==> src/rtl/edo_ctrl_pkg.sv <==
package edo_ctrl_pkg;

    localparam int ROW_W  = 10;
    localparam int COL_W  = 10;
    localparam int ADDR_W = ROW_W + COL_W;
    localparam int PIN_W  = (ROW_W > COL_W) ? ROW_W : COL_W;
    localparam int DQ_W   = 16;
    localparam int LANES  = DQ_W / 8;

    typedef enum logic [2:0] {
        ST_IDLE,   // row closed, bus free
        ST_RCD,    // row strobe low, waiting to strobe column
        ST_CASLO,  // column strobe low
        ST_CASHI,  // column precharge, read data still driven
        ST_OPEN,   // row open, waiting for next request
        ST_PRECH,  // row strobe high, precharging
        ST_REF     // bus granted to refresh block
    } edo_state_e;

    typedef struct packed {
        logic [ROW_W-1:0] row;
        logic [COL_W-1:0] col;
        logic [LANES-1:0] be;
        logic             wr;
        logic [DQ_W-1:0]  wdata;
    } edo_req_t;

    function automatic edo_req_t pack_req(input logic [ADDR_W-1:0] addr,
                                          input logic [DQ_W-1:0]   wd,
                                          input logic [LANES-1:0]  be,
                                          input logic              wr);
        edo_req_t r;
        r.row   = addr[ADDR_W-1:COL_W];
        r.col   = addr[COL_W-1:0];
        r.be    = be;
        r.wr    = wr;
        r.wdata = wd;
        return r;
    endfunction

    function automatic int max4(input int a, input int b, input int c, input int d);
        int m;
        m = a;
        if (b > m) m = b;
        if (c > m) m = c;
        if (d > m) m = d;
        return m;
    endfunction

endpackage

==> src/rtl/edo_cycle_timer.sv <==
module edo_cycle_timer #(
    parameter int W = 4
) (
    input  logic         clk,
    input  logic         rst,
    input  logic         load,
    input  logic [W-1:0] load_val,
    output logic         done
);
    logic [W-1:0] cnt;

    always_ff @(posedge clk) begin
        if (rst)             cnt <= '0;
        else if (load)       cnt <= load_val;
        else if (cnt != '0)  cnt <= cnt - 1'b1;
    end

    assign done = (cnt == '0);
endmodule

==> src/rtl/edo_ras_guard.sv <==
module edo_ras_guard #(
    parameter int RAS_MAX = 2500,
    parameter int RP      = 13,
    parameter int PAGE    = 7
) (
    input  logic clk,
    input  logic rst,
    input  logic ras_n,
    output logic hit_ok
);
    localparam int AGE_W    = $clog2(RAS_MAX + 2);
    localparam int RP_W     = $clog2(RP + 1);
    localparam int HOLD_LIM = RAS_MAX - PAGE - 2;

    logic [AGE_W-1:0] age;   // consecutive low cycles before this one
    logic [RP_W-1:0]  hi;    // consecutive high cycles before this one, saturating

    always_ff @(posedge clk) begin
        if (rst)                                age <= '0;
        else if (ras_n)                         age <= '0;
        else if (age != AGE_W'(RAS_MAX + 1))    age <= age + 1'b1;
    end

    always_ff @(posedge clk) begin
        if (rst)                     hi <= RP_W'(RP);
        else if (!ras_n)             hi <= '0;
        else if (hi != RP_W'(RP))    hi <= hi + 1'b1;
    end

    // a page access started now still ends before the limit
    assign hit_ok = (age <= AGE_W'(HOLD_LIM));

    p_ras_limit_r7: assert property (@(posedge clk) disable iff (rst)
        !ras_n |-> (age < AGE_W'(RAS_MAX)));

    p_precharge_r6: assert property (@(posedge clk) disable iff (rst)
        $fell(ras_n) |-> (hi == RP_W'(RP)));
endmodule

==> src/rtl/edo_lane_strobe.sv <==
module edo_lane_strobe #(
    parameter int N = 2
) (
    input  logic         cas_on,
    input  logic [N-1:0] be,
    output logic [N-1:0] cas_n
);
    for (genvar i = 0; i < N; i++) begin : g_lane
        assign cas_n[i] = ~(cas_on & be[i]);
    end
endmodule

==> src/rtl/edo_page_ctrl.sv <==
module edo_page_ctrl
    import edo_ctrl_pkg::*;
#(
    parameter int T_RCD     = 5,
    parameter int T_CAS     = 4,
    parameter int T_CP      = 3,
    parameter int T_RP      = 13,
    parameter int T_RAS_MAX = 2500
) (
    input  logic              clk,
    input  logic              rst,
    input  logic              req_valid,
    output logic              req_ready,
    input  logic [ADDR_W-1:0] req_addr,
    input  logic [DQ_W-1:0]   req_wdata,
    input  logic [LANES-1:0]  req_be,
    input  logic              req_write,
    output logic              rd_valid,
    output logic [DQ_W-1:0]   rd_data,
    input  logic              ref_req,
    output logic              ref_gnt,
    output logic              dram_ras_n,
    output logic [LANES-1:0]  dram_cas_n,
    output logic              dram_we_n,
    output logic              dram_oe_n,
    output logic [PIN_W-1:0]  dram_addr,
    output logic [DQ_W-1:0]   dram_dq_out,
    output logic              dram_dq_oe,
    input  logic [DQ_W-1:0]   dram_dq_in
);
    localparam int T_MAX = max4(T_RCD, T_CAS, T_CP, T_RP);
    localparam int CNT_W = $clog2(T_MAX + 1);
    localparam int PAGE  = T_CAS + T_CP;

    edo_state_e       state, nxt;
    edo_req_t         cur;
    logic             pend;
    logic             t_load, t_done, hit_ok;
    logic [CNT_W-1:0] t_val;
    logic             accept, row_hit, ras_low, cas_on;

    edo_cycle_timer #(.W(CNT_W)) u_timer (
        .clk(clk), .rst(rst), .load(t_load), .load_val(t_val), .done(t_done)
    );

    edo_ras_guard #(.RAS_MAX(T_RAS_MAX), .RP(T_RP), .PAGE(PAGE)) u_guard (
        .clk(clk), .rst(rst), .ras_n(dram_ras_n), .hit_ok(hit_ok)
    );

    edo_lane_strobe #(.N(LANES)) u_lanes (
        .cas_on(cas_on), .be(cur.be), .cas_n(dram_cas_n)
    );

    assign row_hit   = (req_addr[ADDR_W-1:COL_W] == cur.row);
    assign req_ready = !ref_req && ((state == ST_IDLE) || (state == ST_OPEN && hit_ok));
    assign accept    = req_valid && req_ready;

    always_comb begin
        nxt    = state;
        t_load = 1'b0;
        t_val  = '0;
        unique case (state)
            ST_IDLE: begin
                if (ref_req) nxt = ST_REF;
                else if (accept) begin
                    nxt = ST_RCD;   t_load = 1'b1; t_val = CNT_W'(T_RCD - 1);
                end
            end
            ST_RCD: if (t_done) begin
                nxt = ST_CASLO; t_load = 1'b1; t_val = CNT_W'(T_CAS - 1);
            end
            ST_CASLO: if (t_done) begin
                nxt = ST_CASHI; t_load = 1'b1; t_val = CNT_W'(T_CP - 1);
            end
            ST_CASHI: if (t_done) nxt = ST_OPEN;
            ST_OPEN: begin
                if (accept && row_hit) begin
                    nxt = ST_CASLO; t_load = 1'b1; t_val = CNT_W'(T_CAS - 1);
                end else if (accept || ref_req || !hit_ok) begin
                    nxt = ST_PRECH; t_load = 1'b1; t_val = CNT_W'(T_RP - 1);
                end
            end
            ST_PRECH: if (t_done) begin
                if (pend) begin
                    nxt = ST_RCD; t_load = 1'b1; t_val = CNT_W'(T_RCD - 1);
                end else if (ref_req) nxt = ST_REF;
                else nxt = ST_IDLE;
            end
            ST_REF: if (!ref_req) nxt = ST_IDLE;
            default: nxt = ST_IDLE;
        endcase
    end

    always_ff @(posedge clk) begin
        if (rst) begin
            state <= ST_IDLE;
            cur   <= '0;
            pend  <= 1'b0;
        end else begin
            state <= nxt;
            if (accept) cur <= pack_req(req_addr, req_wdata, req_be, req_write);
            if (accept && state == ST_OPEN && !row_hit) pend <= 1'b1;
            else if (nxt == ST_RCD)                     pend <= 1'b0;
        end
    end

    // read capture on the last precharge cycle, data held by extended data out
    always_ff @(posedge clk) begin
        if (rst) begin
            rd_valid <= 1'b0;
            rd_data  <= '0;
        end else begin
            rd_valid <= (state == ST_CASHI) && t_done && !cur.wr;
            if ((state == ST_CASHI) && t_done && !cur.wr) rd_data <= dram_dq_in;
        end
    end

    assign ras_low     = (state == ST_RCD) || (state == ST_CASLO) ||
                         (state == ST_CASHI) || (state == ST_OPEN);
    assign cas_on      = (state == ST_CASLO);
    assign dram_ras_n  = !ras_low;
    assign dram_addr   = (state == ST_RCD) ? PIN_W'(cur.row) : PIN_W'(cur.col);
    assign dram_we_n   = !(cur.wr && ((state == ST_RCD) || (state == ST_CASLO)));
    assign dram_dq_oe  = cur.wr && ((state == ST_RCD) || (state == ST_CASLO));
    assign dram_dq_out = cur.wdata;
    assign dram_oe_n   = !(!cur.wr && ((state == ST_CASLO) || (state == ST_CASHI)));
    assign ref_gnt     = (state == ST_REF);

    p_cas_in_row_r4: assert property (@(posedge clk) disable iff (rst)
        (dram_cas_n != '1) |-> !dram_ras_n);

    p_write_oe_off_r3: assert property (@(posedge clk) disable iff (rst)
        !dram_we_n |-> (dram_oe_n && dram_dq_oe));

    p_we_steady_r3: assert property (@(posedge clk) disable iff (rst)
        ((dram_cas_n != '1) && $past(dram_cas_n != '1)) |-> $stable(dram_we_n));

    p_gnt_quiet_r9: assert property (@(posedge clk) disable iff (rst)
        ref_gnt |-> (dram_ras_n && (dram_cas_n == '1) && !req_ready));

    p_rd_pulse_r8: assert property (@(posedge clk) disable iff (rst)
        rd_valid |=> !rd_valid);

    p_hit_no_ras_r5: assert property (@(posedge clk) disable iff (rst)
        (state == ST_OPEN && accept && row_hit) |=> (!dram_ras_n && (dram_cas_n != '1)));
endmodule

==> config.mk <==
export PLATFORM = sky130hd
export DESIGN_NAME = edo_page_ctrl
export DESIGN_NICKNAME = d
export VERILOG_FILES = /design/src/rtl/edo_ctrl_pkg.sv /design/src/rtl/edo_cycle_timer.sv /design/src/rtl/edo_ras_guard.sv /design/src/rtl/edo_lane_strobe.sv /design/src/rtl/edo_page_ctrl.sv
export SDC_FILE = /design/constraint.sdc
export NUM_CORES = 1
export LEC_CHECK = 0
export ABC_AREA = 1
export BUFFER_PORTS_ARGS = -buffer_cell sky130_fd_sc_hd__clkbuf_2
export CAP_MARGIN = 10
export CORE_ASPECT_RATIO = 1.2
export CORE_MARGIN = 2
export CORE_UTILIZATION = 51
export DETAILED_ROUTE_END_ITERATION = 12
export GPL_TIMING_DRIVEN = 1
export HOLD_SLACK_MARGIN = 0.05
export PLACE_DENSITY_LB_ADDON = 0.1
export SLEW_MARGIN = 20
export SYNTH_ARGS = -nofsm -noshare
export SYNTH_HDL_FRONTEND = slang
export SYNTH_SLANG_ARGS = --single-unit
==> constraint.sdc <==
create_clock -name clk -period 1.8 [get_ports clk]
set_input_delay 0.36 -clock clk [delete_from_list [all_inputs] [get_ports clk]]
set_output_delay 0.36 -clock clk [all_outputs]
set_load 0.01 [all_outputs]
Word level (Yosys, flattened, before mapping)
Index checks and enable logic that the tools add are counted.
- flip-flop bits (word level): 76
- word-level logic and storage cells: 93
- add/sub/neg operators: 2
- magnitude comparators: 1
- equality and inequality tests: 9
- muxes and demuxes: 34
- bitwise gates (word level): 5
- reductions and logical operators: 31
- operators with widths (cell ; count):
    3-bit 2-to-1 mux ; 15
    3-bit case mux with 7 select lines ; 1
    4-bit case mux with 5 select lines ; 1
    4-bit 2-to-1 mux ; 4
    12-bit by 1-bit adder with 12-bit output (second input constant) ; 1
    12-bit <= comparator (second input constant) ; 1
    12-bit inequality test (second input constant) ; 1
    10-bit == test ; 1
    1-bit logical AND ; 10
    10-bit 2-to-1 mux ; 1
    3-bit == test (second input constant) ; 3
    1-bit 2-to-1 mux ; 9
    1-bit logical NOT ; 7
    1-bit logical OR ; 7
    3-bit by 1-bit == test with 1-bit output (second input constant) ; 2
    3-bit by 2-bit == test with 1-bit output (second input constant) ; 2
    4-bit logical NOT ; 1
    2-bit 2-to-1 mux ; 2
    1-bit case mux with 4 select lines ; 1
    2-bit nonzero test ; 2
    4-bit nonzero test ; 1
    2-bit OR reduction ; 2
    4-bit by 1-bit subtractor with 4-bit output (second input constant) ; 1
    3-bit logical NOT ; 1
    other kinds (2) ; 5

Logic depth before layout (Yosys ltp)
- depth after elaboration: 13
- gate-level depth with buffers: 13
- depth with buffers taken out: 13

Modules after synthesis
Synthesis repeated with hierarchy kept, for this count alone.
- cell total of the unflattened synthesis: 559
- area total of the unflattened synthesis: 3721.1 um^2
- modules (own cells, without submodules) (module ; instances ; cells an instance ; area an instance (um^2) ; seq. area each (um^2)):
    edo_page_ctrl ; 1 ; 403 ; 2760.1 ; 1201.2
    edo_ras_guard ; 1 ; 114 ; 705.7 ; 240.2
    edo_cycle_timer ; 1 ; 40 ; 247.7 ; 80.1
    edo_lane_strobe ; 1 ; 2 ; 7.5 ; 0.0

Worst setup path before layout
OpenSTA, ideal clock, no wires.
- path kind: reg-to-reg
- start point: register u_timer.cnt[0]
- end point: register rd_data[6]
- setup time: 0.132 ns
- arrival: 1.459 ns
- path slack: 0.209 ns
- cell stages (with the launch flop): 9
- cells stage by stage: dfxtp_1 > inv_1 > ha_1 > nand2_1 > nor3_4 > nand2_2 > clkbuf_1 > nand2_1 > a21oi_1
- cells in the longest elaborated chain, start to end: 3
- ends and longest elaborated chain (element ; line ; text):
    from (decl) ; edo_cycle_timer.sv:10 ; logic [W-1:0] cnt;
    from (signal assigned) ; edo_cycle_timer.sv:14 ; else if (load) cnt <= load_val;
    from (signal assigned) ; edo_cycle_timer.sv:15 ; else if (cnt != '0) cnt <= cnt - 1'b1;
    4-bit logical NOT ; edo_cycle_timer.sv:18 ; assign done = (cnt == '0);
    1-bit logical AND (2 in a row) ; edo_page_ctrl.sv:114 ; if ((state == ST_CASHI) && t_done && !cur.wr) rd_data <= dram_dq_in;
    to (signal assigned) ; edo_page_ctrl.sv:114 ;
    to (decl) ; edo_page_ctrl.sv:19 ; output logic [DQ_W-1:0] rd_data,
Every way passes these cells.
A chain may end at the register's enable or synchronous reset.

Worst setup path in the final report
- start point: register state[2]
- end point: output port dram_addr[8]
- cells in the longest elaborated chain, start to end: 2
- ends and longest elaborated chain (element ; line ; text):
    from (decl) ; edo_page_ctrl.sv:35 ; edo_state_e state, nxt;
    from (signal assigned) ; edo_page_ctrl.sv:100 ; state <= nxt;
    3-bit by 1-bit == test with 1-bit output ; edo_page_ctrl.sv:122 ; assign dram_addr = (state == ST_RCD) ? PIN_W'(cur.row) : PIN_W'(cur.col);
    10-bit 2-to-1 mux ; edo_page_ctrl.sv:122 ;
    to (decl) ; edo_page_ctrl.sv:26 ; output logic [PIN_W-1:0] dram_addr,
Every way passes these cells.

==> flow_summary.json <==
{
  "run_status": "complete, but fails checks",
  "violated_checks": "negative setup slack",
  "drive_gt1_frac": 0.345,
  "min_path_type": "in2reg",
  "dp.final_hpwl_um": 6250,
  "insertedDiodeCount": 0,
  "timing.critical_path.slowest_stage_cell": "sky130_fd_sc_hd__dfxtp_4",
  "syn_to_final_growth_pct": 30.4,
  "h-tree-depth": 3,
  "buffer_ports.inserted": 109,
  "placeableCoreArea_um2": 6900,
  "avgRoutedWirePerCell_um": 12.1,
  "setup_repair_after_global_routing_missed_its_margin": "yes",
  "endpoint_kind": "primary output",
  "start_kind": "register",
  "dieArea_um2": 7830,
  "ports_placed_on_the_boundary": 110,
  "worst_slew_margin_rel": 0.625,
  "drt_drc_violations_left": 0,
  "avgSynthCellArea_um2": 7.02,
  "drv_slew": 0,
  "die_height_um": 96.6,
  "clock-sinks": 76,
  "routed_wl_um": 8780,
  "cts_root_buffer": "sky130_fd_sc_hd__clkbuf_8",
  "crit_type": "reg2out",
  "route.detailed.vias_per_inst": 4.98,
  "timing_worst_slew_pin_value_ps": 562,
  "final_gp_congestion": 0.920,
  "clock_insertion_delay_worst_skew_ps": 350,
  "maxCapViolations": 0,
  "remaining_global_route_overflow": 0,
  "place_worst_setup_slack_ps": 16.7,
  "synth_seq_cells": 76,
  "final.fill_count": 628,
  "global_route_wire_length_before_repair_um": 13700,
  "regToRegStartpoint": "u_guard.age[1]$_SDFFE_PP0P_",
  "hold_start": "req_wdata[1]",
  "route.vias.total": 3602,
  "r2r-end": "pend$_SDFFE_PP0P_",
  "endpoint_worst_hold": "dram_dq_out[1]$_SDFFE_PP0P_",
  "dp_area_um2": 4190,
  "final.min_clock_period_ps": 1860,
  "worst_setup_hold_path_clk_slew_ps": 80,
  "critical_path_peak_fanout": 11,
  "synth_top_flop_cell": "sky130_fd_sc_hd__dfxtp_1",
  "clock_tree.buffer_depth": 2,
  "post_synth_main_area_contributors": "sky130_fd_sc_hd__dfxtp_1 42%, sky130_fd_sc_hd__nand2_1 13%, sky130_fd_sc_hd__a21oi_1 10%",
  "finalClockSkew_ps": 12.2,
  "finalHoldViolations": 0,
  "max_freq_mhz": 537,
  "cts_tree": "yes",
  "placementRows": 33,
  "placed_cells": 694,
  "worst_r2r_path_depth": 11,
  "setup_ws_ps": -63.6,
  "stdcell_count": 724,
  "num-nets-final": 694,
  "p_total_mw": 5.86,
  "finalInstanceArea_um2": 4750,
  "final_min_period_over_clock_period": 1.04,
  "dieWidth_um": 81.1,
  "numCtsBuffers": 9,
  "cell_breakdown_of_the_critical_path": "nor3_4 > buf_4 > clkbuf_16 > o21ai_0 > clkbuf_2",
  "syn-num-nets": 581,
  "synthesis.area_um2": 3640,
  "reg2reg_slack_ps": 20,
  "setup_viol": 13,
  "route.antenna.remaining_nets": 0,
  "setup_tns_ps": -632,
  "max_stage_delay_ps": 380,
  "yosysTopAreaCellShare": 0.418,
  "syn_inst": 519,
  "antenna_violations_before_repair": 0,
  "ys_async_sr_fraction": 0,
  "hold_path_depth": 3,
  "cp.required_ps": 1440,
  "grtUsageTotal": 0.219,
  "first_iter_violations": 133,
  "synth-seq-area-share": 0.418,
  "worst-endpoint-arrival_ps": 1500,
  "largest_net_degree_at_the_start_of_global_routing": 30,
  "synth_top_area_cell": "sky130_fd_sc_hd__dfxtp_1",
  "leakagePower_nw": 2.10,
  "cellPowerDensity_nw_per_um2": 1230,
  "drtPass1Iterations": 4,
  "synth_enable_flop_cells": 0,
  "number_of_global_route_vias_before_repair": 3182,
  "vdd_ir_drop_max_uv": 728,
  "synth_warn": 0,
  "post_synth_most_frequent_cells": "122 x sky130_fd_sc_hd__nand2_1, 76 x sky130_fd_sc_hd__dfxtp_1, 73 x sky130_fd_sc_hd__a21oi_1",
  "count_of_cell_types_in_the_netlist": 35,
  "start_util": 0.528,
  "synth.most_common_cell": "sky130_fd_sc_hd__nand2_1"
}
## worst max-delay path, delay by kind of cell, from the launching register on
kind            cells  cell delay [ps]
buf+inv             3              450
simple gates        1              260
compound gates      1               80
flops               1              380
## power breakdown
group / total (mW) / switching (mW) / leakage [nW] / internal, mW
Combinational: 2.38 / 1.39 / 1.38 / 0.991
Clock: 1.40 / 0.624 / 0.102 / 0.781
Sequential: 2.07 / 0.159 / 0.625 / 1.91
## cell type report
cell class                 instances  area (um^2)  share of cell area
sequential                        76         1540               0.325
multi-input combinational        340         1800               0.379
inverter                          66          259              0.0545
tap                               87          109              0.0229
timing repair buffer             139          822               0.173
clock buffer                      10          128              0.0269
clock inverter                     6         88.8              0.0187
## cell usage in the layout, fill, tap and decap left out, types with 3 or more instances in the layout
cell,count
sky130_fd_sc_hd__buf_4,25
sky130_fd_sc_hd__nor2_2,7
sky130_fd_sc_hd__a21oi_1,72
sky130_fd_sc_hd__buf_6,3
sky130_fd_sc_hd__nand2_4,4
sky130_fd_sc_hd__inv_2,9
sky130_fd_sc_hd__nor2_4,7
sky130_fd_sc_hd__o21ai_0,30
sky130_fd_sc_hd__xnor2_1,4
sky130_fd_sc_hd__inv_1,54
sky130_fd_sc_hd__dfxtp_1,64
sky130_fd_sc_hd__nand3_2,4
sky130_fd_sc_hd__o21ai_1,7
sky130_fd_sc_hd__clkbuf_2,106
sky130_fd_sc_hd__nand3_1,31
sky130_fd_sc_hd__xor2_1,3
sky130_fd_sc_hd__nand2_2,9
sky130_fd_sc_hd__nor2_1,24
sky130_fd_sc_hd__dfxtp_2,9
sky130_fd_sc_hd__clkbuf_8,9
sky130_fd_sc_hd__nand2_1,114
sky130_fd_sc_hd__nor3_4,4
sky130_fd_sc_hd__dfxtp_4,3
## per-stage QoR
stage	hold WS, ps	util
final	231	0.689
after global routing	222	0.689
after CTS	219	0.654
after detailed placement	440	0.608
after global placement	435	0.608
after floorplan	425	-
## flip-flops by register name, summed over array words and instances, names as in the netlist
name,flops
rd_data,16
rd_valid,1
cur,23
u_timer.cnt,4
pend,1
dram_dq_out,16
state,3
u_guard.age,12
## worst max path at each step
stage | slack (ps) | from | to | depth (start not counted)
3_3_place_gp | 90 | u_timer.cnt[0]$_SDFFE_PP0P_ | rd_data[3]$_SDFFE_PP0P_ | 8
5_1_grt | -130 | state[2]$_SDFF_PP0_ | dram_addr[8] | 5
4_1_cts | -70 | state[1]$_SDFF_PP0_ | dram_addr[3] | 5
6_report | -60 | state[2]$_SDFF_PP0_ | dram_addr[8] | 5
2_1_floorplan | 210 | u_timer.cnt[0]$_SDFFE_PP0P_ | rd_data[6]$_SDFFE_PP0P_ | 8
3_5_place_dp | 20 | u_timer.cnt[0]$_SDFFE_PP0P_ | rd_data[0]$_SDFFE_PP0P_ | 8
## cells by family after synthesis
logic type	share of synthesized area
simple gates	0.254
fa+ha+maj	0.0103
buf+inv	0.130
flops	0.418
xor+xnor	0.0168
compound gates	0.171
## timing repair
item                       4_1_cts  5_1_grt
gates cloned                     0        1
pin swaps                        5       20
hold buffers                     0        0
setup buffers                    4        9
setup endpoints to repair       15       68
resized for setup               24       50
## metal layers
layer  share of wire  routed length (um)  GRT usage
met1            0.44                3870      0.276
met2            0.49                4280      0.365
met3           0.053                 464     0.0455
met4           0.019                 170     0.0918
met5               0                   0          0
Power figures use the tool's default switching activity.
